[src/rtl/sysctl_pkg.sv]
package sysctl_pkg;

    localparam int DW_DEF    = 32;
    localparam int AW_DEF    = 12;
    localparam int LED_W_DEF = 8;
    localparam int LOOPS_DEF = 8;

    // part numbers that name the variants
    localparam logic [7:0] PART_A = 8'hA1;
    localparam logic [7:0] PART_B = 8'hB2;
    localparam logic [7:0] PART_C = 8'hC3;

    // fixed offsets
    localparam logic [11:0] OFF_CHAN_LO = 12'h0A0;
    localparam logic [11:0] OFF_CHAN_HI = 12'h0AC;
    localparam logic [11:0] OFF_LOCK    = 12'h100;
    localparam logic [11:0] OFF_AUXID   = 12'hFF8;
    localparam logic [11:0] OFF_MAINID  = 12'hFFC;
    localparam logic [11:0] SLOT_SPAN   = 12'h020;

    typedef enum logic [3:0] {
        SEL_NONE   = 4'd0,
        SEL_CFG0   = 4'd1,
        SEL_CFG1   = 4'd2,
        SEL_CFG2   = 4'd3,
        SEL_CFG3   = 4'd4,
        SEL_CFG4   = 4'd5,
        SEL_CFG5   = 4'd6,
        SEL_CFG6   = 4'd7,
        SEL_CFG7   = 4'd8,
        SEL_LOCK   = 4'd9,
        SEL_AUXID  = 4'd10,
        SEL_MAINID = 4'd11,
        SEL_CHAN   = 4'd12
    } sel_e;

    // which configuration slots exist for a given part number
    function automatic logic [7:0] slot_map(input logic [7:0] part);
        logic       fam;
        logic [7:0] m;
        fam = (part == PART_A) || (part == PART_B) || (part == PART_C);
        m   = 8'b0001_0011;
        if (fam) begin
            m[2] = 1'b1;
            m[5] = 1'b1;
        end else begin
            m[3] = 1'b1;
        end
        if (part == PART_A || part == PART_C) m[6] = 1'b1;
        if (part == PART_C)                   m[7] = 1'b1;
        return m;
    endfunction

    function automatic logic drives_io(input logic [7:0] part);
        return part != PART_C;
    endfunction

endpackage

[src/rtl/sysctl_decode.sv]
module sysctl_decode
    import sysctl_pkg::*;
#(
    parameter int         AW   = AW_DEF,
    parameter logic [7:0] PART = 8'h00
) (
    input  logic [AW-1:0] addr,
    input  logic          write,
    output sel_e          sel,
    output logic          bad
);
    localparam logic [7:0] PRESENT = slot_map(PART);

    logic [2:0] slot;
    logic       ro;

    assign slot = addr[4:2];

    always_comb begin
        sel = SEL_NONE;
        if (addr[1:0] == 2'b00) begin
            if (addr < AW'(SLOT_SPAN)) begin
                if (PRESENT[slot]) sel = sel_e'(4'(SEL_CFG0) + {1'b0, slot});
            end else if (addr >= AW'(OFF_CHAN_LO) && addr <= AW'(OFF_CHAN_HI)) begin
                sel = SEL_CHAN;
            end else if (addr == AW'(OFF_LOCK)) begin
                sel = SEL_LOCK;
            end else if (addr == AW'(OFF_AUXID)) begin
                sel = SEL_AUXID;
            end else if (addr == AW'(OFF_MAINID)) begin
                sel = SEL_MAINID;
            end
        end
        ro  = (sel == SEL_CFG3) || (sel == SEL_CFG4) ||
              (sel == SEL_AUXID) || (sel == SEL_MAINID);
        bad = (sel == SEL_NONE) || (write && ro);
    end

    always_comb begin
        AST_MISALIGNED_UNMAPPED: assert (addr[1:0] == 2'b00 || bad) else $error("misaligned decoded");
    end

endmodule

[src/rtl/sysctl_cfgfile.sv]
module sysctl_cfgfile
    import sysctl_pkg::*;
#(
    parameter int            DW        = DW_DEF,
    parameter int            LED_W     = LED_W_DEF,
    parameter logic [DW-1:0] CFG0_INIT = '0,
    parameter bit            DRIVES_IO = 1'b1
) (
    input  logic                clk,
    input  logic                rst_n,
    input  logic                wr_en,
    input  sel_e                sel,
    input  logic [DW-1:0]       wdata,
    output logic [7:0][DW-1:0]  slot_val,
    output logic                remap_o,
    output logic [LED_W-1:0]    led_o
);
    typedef struct packed {
        logic [DW-1:0] c0;
        logic [DW-1:0] c1;
        logic [DW-1:0] c2;
        logic [DW-1:0] c5;
        logic [DW-1:0] c6;
        logic [DW-1:0] c7;
    } cfg_t;

    cfg_t st_d, st_q;

    always_comb begin
        st_d = st_q;
        if (wr_en) begin
            case (sel)
                SEL_CFG0: st_d.c0 = wdata;
                SEL_CFG1: st_d.c1 = wdata;
                SEL_CFG2: st_d.c2 = wdata;
                SEL_CFG5: st_d.c5 = wdata;
                SEL_CFG6: st_d.c6 = wdata;
                SEL_CFG7: st_d.c7 = wdata;
                default:  ;
            endcase
        end
    end

    always_ff @(posedge clk) begin
        if (!rst_n) begin
            st_q    <= '0;
            st_q.c0 <= CFG0_INIT;
        end else begin
            st_q    <= st_d;
        end
    end

    always_comb begin
        slot_val    = '0;
        slot_val[0] = st_q.c0;
        slot_val[1] = st_q.c1;
        slot_val[2] = st_q.c2;
        slot_val[5] = st_q.c5;
        slot_val[6] = st_q.c6;
        slot_val[7] = st_q.c7;
    end

    generate
        if (DRIVES_IO) begin : g_io
            assign remap_o = st_q.c0[0];
            assign led_o   = st_q.c1[LED_W-1:0];
        end else begin : g_noio
            assign remap_o = 1'b0;
            assign led_o   = '0;
        end
    endgenerate

    AST_REMAP_HOLD: assert property (@(posedge clk) disable iff (!rst_n)
        !wr_en |=> $stable(remap_o)) else $error("remap moved without write");
    AST_LED_HOLD: assert property (@(posedge clk) disable iff (!rst_n)
        !wr_en |=> $stable(led_o)) else $error("leds moved without write");

endmodule

[src/rtl/sysctl_lockstat.sv]
module sysctl_lockstat
    import sysctl_pkg::*;
#(
    parameter int DW    = DW_DEF,
    parameter int LOOPS = LOOPS_DEF
) (
    input  logic             clk,
    input  logic             rst_n,
    input  logic             wr_en,
    input  logic [LOOPS-1:0] wmask,
    input  logic [LOOPS-1:0] lock_in,
    output logic [DW-1:0]    word
);
    localparam int MASK_LSB = DW - LOOPS;
    localparam int LOCK_LSB = 16;

    logic [LOOPS-1:0] mask_d, mask_q;

    always_comb begin
        mask_d = mask_q;
        if (wr_en) mask_d = wmask;
    end

    always_ff @(posedge clk) begin
        if (!rst_n) mask_q <= '1;
        else        mask_q <= mask_d;
    end

    always_comb begin
        word                        = '0;
        word[MASK_LSB +: LOOPS]     = mask_q;
        word[LOCK_LSB +: LOOPS]     = lock_in;
        word[0]                     = &(lock_in | ~mask_q);
    end

    AST_MASK_HOLD: assert property (@(posedge clk) disable iff (!rst_n)
        !wr_en |=> $stable(mask_q)) else $error("mask changed without write");

endmodule

[src/rtl/sysctl_regbank.sv]
module sysctl_regbank
    import sysctl_pkg::*;
#(
    parameter int            DW             = DW_DEF,
    parameter int            AW             = AW_DEF,
    parameter int            LED_W          = LED_W_DEF,
    parameter int            LOOPS          = LOOPS_DEF,
    parameter logic [DW-1:0] ID_VALUE       = 32'h0000_0A10,
    parameter logic [DW-1:0] AUXID_VALUE    = '0,
    parameter logic [DW-1:0] CFG4_VALUE     = '0,
    parameter logic [DW-1:0] CFG0_INIT      = '0,
    parameter bit            SWITCH_PRESENT = 1'b1
) (
    input  logic             clk,
    input  logic             rst_n,
    input  logic             req_valid,
    input  logic             req_write,
    input  logic [AW-1:0]    req_addr,
    input  logic [DW-1:0]    req_wdata,
    input  logic [DW-1:0]    switch_in,
    input  logic [LOOPS-1:0] lock_in,
    output logic             rd_valid,
    output logic [DW-1:0]    rd_data,
    output logic             bad_access,
    output logic             xchan_hit,
    output logic             remap_o,
    output logic [LED_W-1:0] led_o
);
    localparam logic [7:0] PART   = ID_VALUE[11:4];
    localparam bit         IO_ON  = drives_io(PART);

    typedef struct packed {
        logic          rd_valid;
        logic [DW-1:0] rd_data;
        logic          bad;
        logic          chan;
    } resp_t;

    resp_t             rs_d, rs_q;
    sel_e              sel;
    logic              dec_bad;
    logic              wr_ok;
    logic [7:0][DW-1:0] slot_val;
    logic [DW-1:0]     lock_word;
    logic [DW-1:0]     rdat;

    sysctl_decode #(.AW(AW), .PART(PART)) u_dec (
        .addr  (req_addr),
        .write (req_write),
        .sel   (sel),
        .bad   (dec_bad)
    );

    assign wr_ok = req_valid && req_write && !dec_bad;

    sysctl_cfgfile #(
        .DW(DW), .LED_W(LED_W), .CFG0_INIT(CFG0_INIT), .DRIVES_IO(IO_ON)
    ) u_cfg (
        .clk      (clk),
        .rst_n    (rst_n),
        .wr_en    (wr_ok),
        .sel      (sel),
        .wdata    (req_wdata),
        .slot_val (slot_val),
        .remap_o  (remap_o),
        .led_o    (led_o)
    );

    sysctl_lockstat #(.DW(DW), .LOOPS(LOOPS)) u_lock (
        .clk     (clk),
        .rst_n   (rst_n),
        .wr_en   (wr_ok && sel == SEL_LOCK),
        .wmask   (req_wdata[DW-1 -: LOOPS]),
        .lock_in (lock_in),
        .word    (lock_word)
    );

    // read multiplexer
    always_comb begin
        rdat = '0;
        case (sel)
            SEL_CFG0, SEL_CFG1, SEL_CFG2, SEL_CFG5, SEL_CFG6, SEL_CFG7:
                rdat = slot_val[req_addr[4:2]];
            SEL_CFG3:   rdat = SWITCH_PRESENT ? switch_in : '0;
            SEL_CFG4:   rdat = CFG4_VALUE;
            SEL_LOCK:   rdat = lock_word;
            SEL_AUXID:  rdat = AUXID_VALUE;
            SEL_MAINID: rdat = ID_VALUE;
            default:    rdat = '0;
        endcase
    end

    always_comb begin
        rs_d = '0;
        if (req_valid) begin
            rs_d.rd_valid = !req_write;
            rs_d.rd_data  = (!req_write && !dec_bad) ? rdat : '0;
            rs_d.bad      = dec_bad;
            rs_d.chan     = (sel == SEL_CHAN);
        end
    end

    always_ff @(posedge clk) begin
        if (!rst_n) rs_q <= '0;
        else        rs_q <= rs_d;
    end

    assign rd_valid   = rs_q.rd_valid;
    assign rd_data    = rs_q.rd_data;
    assign bad_access = rs_q.bad;
    assign xchan_hit  = rs_q.chan;

    AST_READ_ANSWERED: assert property (@(posedge clk) disable iff (!rst_n)
        req_valid && !req_write |=> rd_valid) else $error("read not answered");
    AST_NO_SPURIOUS_ANSWER: assert property (@(posedge clk) disable iff (!rst_n)
        rd_valid |-> $past(req_valid && !req_write)) else $error("answer without read");
    AST_BAD_READS_ZERO: assert property (@(posedge clk) disable iff (!rst_n)
        rd_valid && bad_access |-> rd_data == '0) else $error("bad read returned data");
    AST_BAD_NEEDS_REQ: assert property (@(posedge clk) disable iff (!rst_n)
        bad_access |-> $past(req_valid)) else $error("bad flag without request");
    AST_CHAN_NOT_BAD: assert property (@(posedge clk) disable iff (!rst_n)
        xchan_hit |-> !bad_access) else $error("channel window flagged");

endmodule

[config.mk]
export PLATFORM = sky130hd
export DESIGN_NAME = sysctl_regbank
export DESIGN_NICKNAME = d
export VERILOG_FILES = /design/src/rtl/sysctl_pkg.sv /design/src/rtl/sysctl_decode.sv /design/src/rtl/sysctl_cfgfile.sv /design/src/rtl/sysctl_lockstat.sv /design/src/rtl/sysctl_regbank.sv
export SDC_FILE = /design/constraint.sdc
export NUM_CORES = 1
export LEC_CHECK = 0
export BUFFER_PORTS_ARGS = -buffer_cell sky130_fd_sc_hd__buf_2
export CAP_MARGIN = 10
export CELL_PAD_IN_SITES_DETAIL_PLACEMENT = 0
export CELL_PAD_IN_SITES_GLOBAL_PLACEMENT = 1
export CORE_MARGIN = 3
export CORE_UTILIZATION = 25
export CTS_CLUSTER_DIAMETER = 100
export CTS_CLUSTER_SIZE = 14
export DETAILED_ROUTE_END_ITERATION = 12
export HOLD_SLACK_MARGIN = 0.08
export PLACE_DENSITY_LB_ADDON = 0.1
export SYNTH_ARGS = -nofsm -noshare
export SYNTH_HDL_FRONTEND = slang
export SYNTH_SLANG_ARGS = --single-unit
[constraint.sdc]
create_clock -name clk -period 5.9 [get_ports clk]
set_input_delay 0.59 -clock clk [delete_from_list [all_inputs] [get_ports clk]]
set_output_delay 0.59 -clock clk [all_outputs]
set_load 0.02 [all_outputs]
==> flow_summary.yaml <==
pwr:
  combPwrFrac: 0.068
  p_leak_nw: 4.19
  p_sw_frac: 0.245
  p_per_area_mw_per_mm2: 252
  internal_power_mw: 2.29
  finalPower_mw: 3.04
  seqPwrFrac: 0.522
  p_clk_frac: 0.410
  p_sw_mw: 0.744
  irDropWorstVdd_v: 0.000128
synth:
  synthSimpleGateAreaFrac: 0.200
  syn-cell-area_sq_mm: 0.0105
  muxShareOfSynthArea: 0.0835
  synthAdderAreaFrac: 0.00479
  seq_area_frac_synth: 0.450
  ys_async_sr_fraction: 0
  syn_nets: 1326
  avgSynthCellArea_sq_um: 8.47
  synth_top_family_by_area: "compound AO/OA/AOI/OAI gates"
  synth_compound_area_frac: 0.211
  synth_xor_area_frac: 0
  netlist_instances: 1234
  synth_ff_type: "dfxtp_1"
  ys_types: 53
  synth_enable_flop_cells: 0
  ys_ff_latch: 235
  yosys_warnings: 0
timing:
  finalSetupViolCount: 0
  slew_headroom: 0.323
  timing.hold.ws_ns: 0.337
  drv_slew: 0
  hold_violations: 0
  rsz0062_at_grt: "false"
  min_period_ns: 3.32
  period_share: 0.563
  fin_ws_ns: 2.58
  fmax_mhz: 301
  setup_tns_ns: 0
  fin_skew_ns: 0.0129
  tightest_slew_ns: 1.01
worst_setup_path:
  reg2reg_slack_ns: 4.10
  reg2reg_depth: 5
  cp_slowest_stage_delay_ns: 0.50
  cp_cell_sequence: "buf_4 > clkinv_1 > ha_1 > nand4b_1 > or4_1 > o311a_1 > and4_4 > a211o_4 > o311ai_4 > buf_4 > nor2_1"
  r2r_start: "u_cfg.slot_val[241]"
  end_kind: "flip-flop"
  cp.required_ns: 6.28
  worstPathArrival_ns: 3.70
  crit_slowest_cell: "a211o_4"
  r2r_end: "rd_data[17]"
  path_class: "primary input to flip-flop"
  cp-start-kind: "primary input"
  cp_max_fo: 33
  crit_top_cell: "buf_4"
route:
  routedWlPerCell_um: 20.3
  drt_iter0_markers: 571
  via_per_inst: 4.88
  antenna_left: 0
  routed-via-count: 8939
  wirelength_um: 37200
  first_pass_iters: 5
  route.detailed.drc: 0
min_path:
  holdPathStages: 3
  hold_path.startpoint: "switch_in[22]"
  holdPathEnd: "rd_data[22]"
  hold_path_class: "primary input to flip-flop"
global_route:
  grt_pass1_wl_um: 56200
  gr-usage-met3: 0.0220
  antenna_found_initial: 0
  busiest_layer: "met2"
  grt_pass1_vias: 8845
  met1_usage: 0.238
  overflow: 0
  grt_max_degree: 95
  grtUsageTotal: 0.163
  use_met2: 0.260
place:
  port_buffers: 131
  dp_hpwl_um: 22600
  place_congestion: 0.737
  placed_cells_incl_taps: 1807
  place_worst_setup_slack_ns: 2.06
final_layout:
  drive_gt1_frac: 0.190
  syn_to_final_growth_pct: 15.3
  final_cells: 1830
  final_cell_mix: "nand2_1 (252), dfxtp_1 (235), buf_2 (129)"
  antenna_cells: 0
  layout_commonest_cell: "nand2_1"
  fin_nets: 1389
clock_tree:
  postCtsHoldBufs: 0
  post_cts_buffers: 0
  clk_latency_ns: 0.51
  cts_tree: "done"
  clk_pin_slew_ns: 0.07
  clockRootBuffer: "clkbuf_16"
  htreeDepth: 1
  cts_sinks: 235
  cts_buffers: 20
  cts_max_path_buffers: 3
  ctsResizeCount: 0
floorplanning:
  core-area_sq_mm: 0.0411
  fp.dieW_um: 211
  initial_utilization: 0.254
  std_cell_rows: 74
  dieHeight_um: 211
  io_pins: 132
  die_area_sq_mm: 0.0443
job:
  drv_cap: 0
run_status:
  status: "complete, no violations"
-- cell type report --
cell class | instances | area, sq um
Fill cell | 4463 | 29100
Tap cell | 532 | 666
Timing Repair Buffer | 151 | 827
Multi-Input combinational cell | 877 | 5270
Inverter | 12 | 45.0
Sequential cell | 235 | 4700
Clock buffer | 23 | 543
-- synthesized netlist by cell type (5+ instances only) --
cell type | count | area, sq um
a21boi_0 | 92 | 691
a21boi_1 | 5 | 37.5
a21oi_1 | 68 | 340
a221oi_1 | 29 | 254
a222oi_1 | 17 | 170
a22oi_1 | 8 | 60.1
buf_1 | 8 | 30.0
buf_2 | 6 | 30.0
buf_4 | 8 | 60.1
clkbuf_1 | 84 | 315
dfxtp_1 | 235 | 4700
inv_1 | 11 | 41.3
mux2_2 | 26 | 293
mux2i_1 | 58 | 581
nand2_1 | 252 | 946
nand3_1 | 71 | 355
nor2_1 | 41 | 154
nor2_2 | 30 | 188
nor2b_1 | 34 | 213
o211ai_1 | 9 | 67.6
o21ai_0 | 77 | 385
o22ai_1 | 9 | 56.3
-- through the flow --
| step | cell area [sq um] | util |
|---|---|---|
| 3_5_place_dp | 11500 | 0.280 |
| 2_1_floorplan | 10500 | - |
| 3_3_place_gp | 11500 | 0.280 |
| 5_1_grt | 12100 | 0.293 |
| 4_1_cts | 12100 | 0.293 |
| 6_report | 12100 | 0.293 |
-- cell families after synthesis --
family / count (synthesis)
and+or+nand+nor: 461
AOI/OAI and AO/OA: 328
DFF: 235
buffers and inverters: 122
muxes: 84
adders and majority gates: 4
-- registers in the layout, summed over array words and instances (netlist names) --
| register | cells |
|---|---|
| xchan_hit | 1 |
| rd_data | 32 |
| u_cfg.led_o | 8 |
| rd_valid | 1 |
| u_cfg.remap_o | 1 |
| u_cfg.slot_val | 183 |
| bad_access | 1 |
| u_lock.mask_q | 8 |
-- power by group through the flow --
stage / registers [mW] / clock network [mW] / logic [mW]
2_1_floorplan: 1.62 / 0 / 0.0984
3_3_place_gp: 1.62 / 0 / 0.212
3_5_place_dp: 1.62 / 0 / 0.209
4_1_cts: 1.59 / 1.30 / 0.210
5_1_grt: 1.59 / 1.35 / 0.226
6_report: 1.59 / 1.24 / 0.207
-- worst max-delay path by stage --
stage / startpoint / endpoint / depth (start not counted)
floorplan: req_addr[2] / rd_data[16] / 12
global placement: req_addr[2] / rd_data[31] / 11
detailed placement: req_addr[2] / rd_data[31] / 11
CTS: req_addr[2] / rd_data[31] / 11
global route: req_addr[3] / u_cfg.slot_val[23] / 12
finish: req_addr[2] / rd_data[31] / 11
-- metal layers --
metal  part of all wire  wire length, um
met1               0.50            18400
met5                  0                0
met2               0.45            16600
met3              0.042             1550
met4              0.015              574
-- critical path: cells and delay by family --
kind | cells | cell delay, ns
fa+ha+maj | 1 | 0.37
buf+inv | 3 | 0.80
compound gates | 3 | 1.05
simple gates | 4 | 0.87
Power figures use the tool's default switching activity.
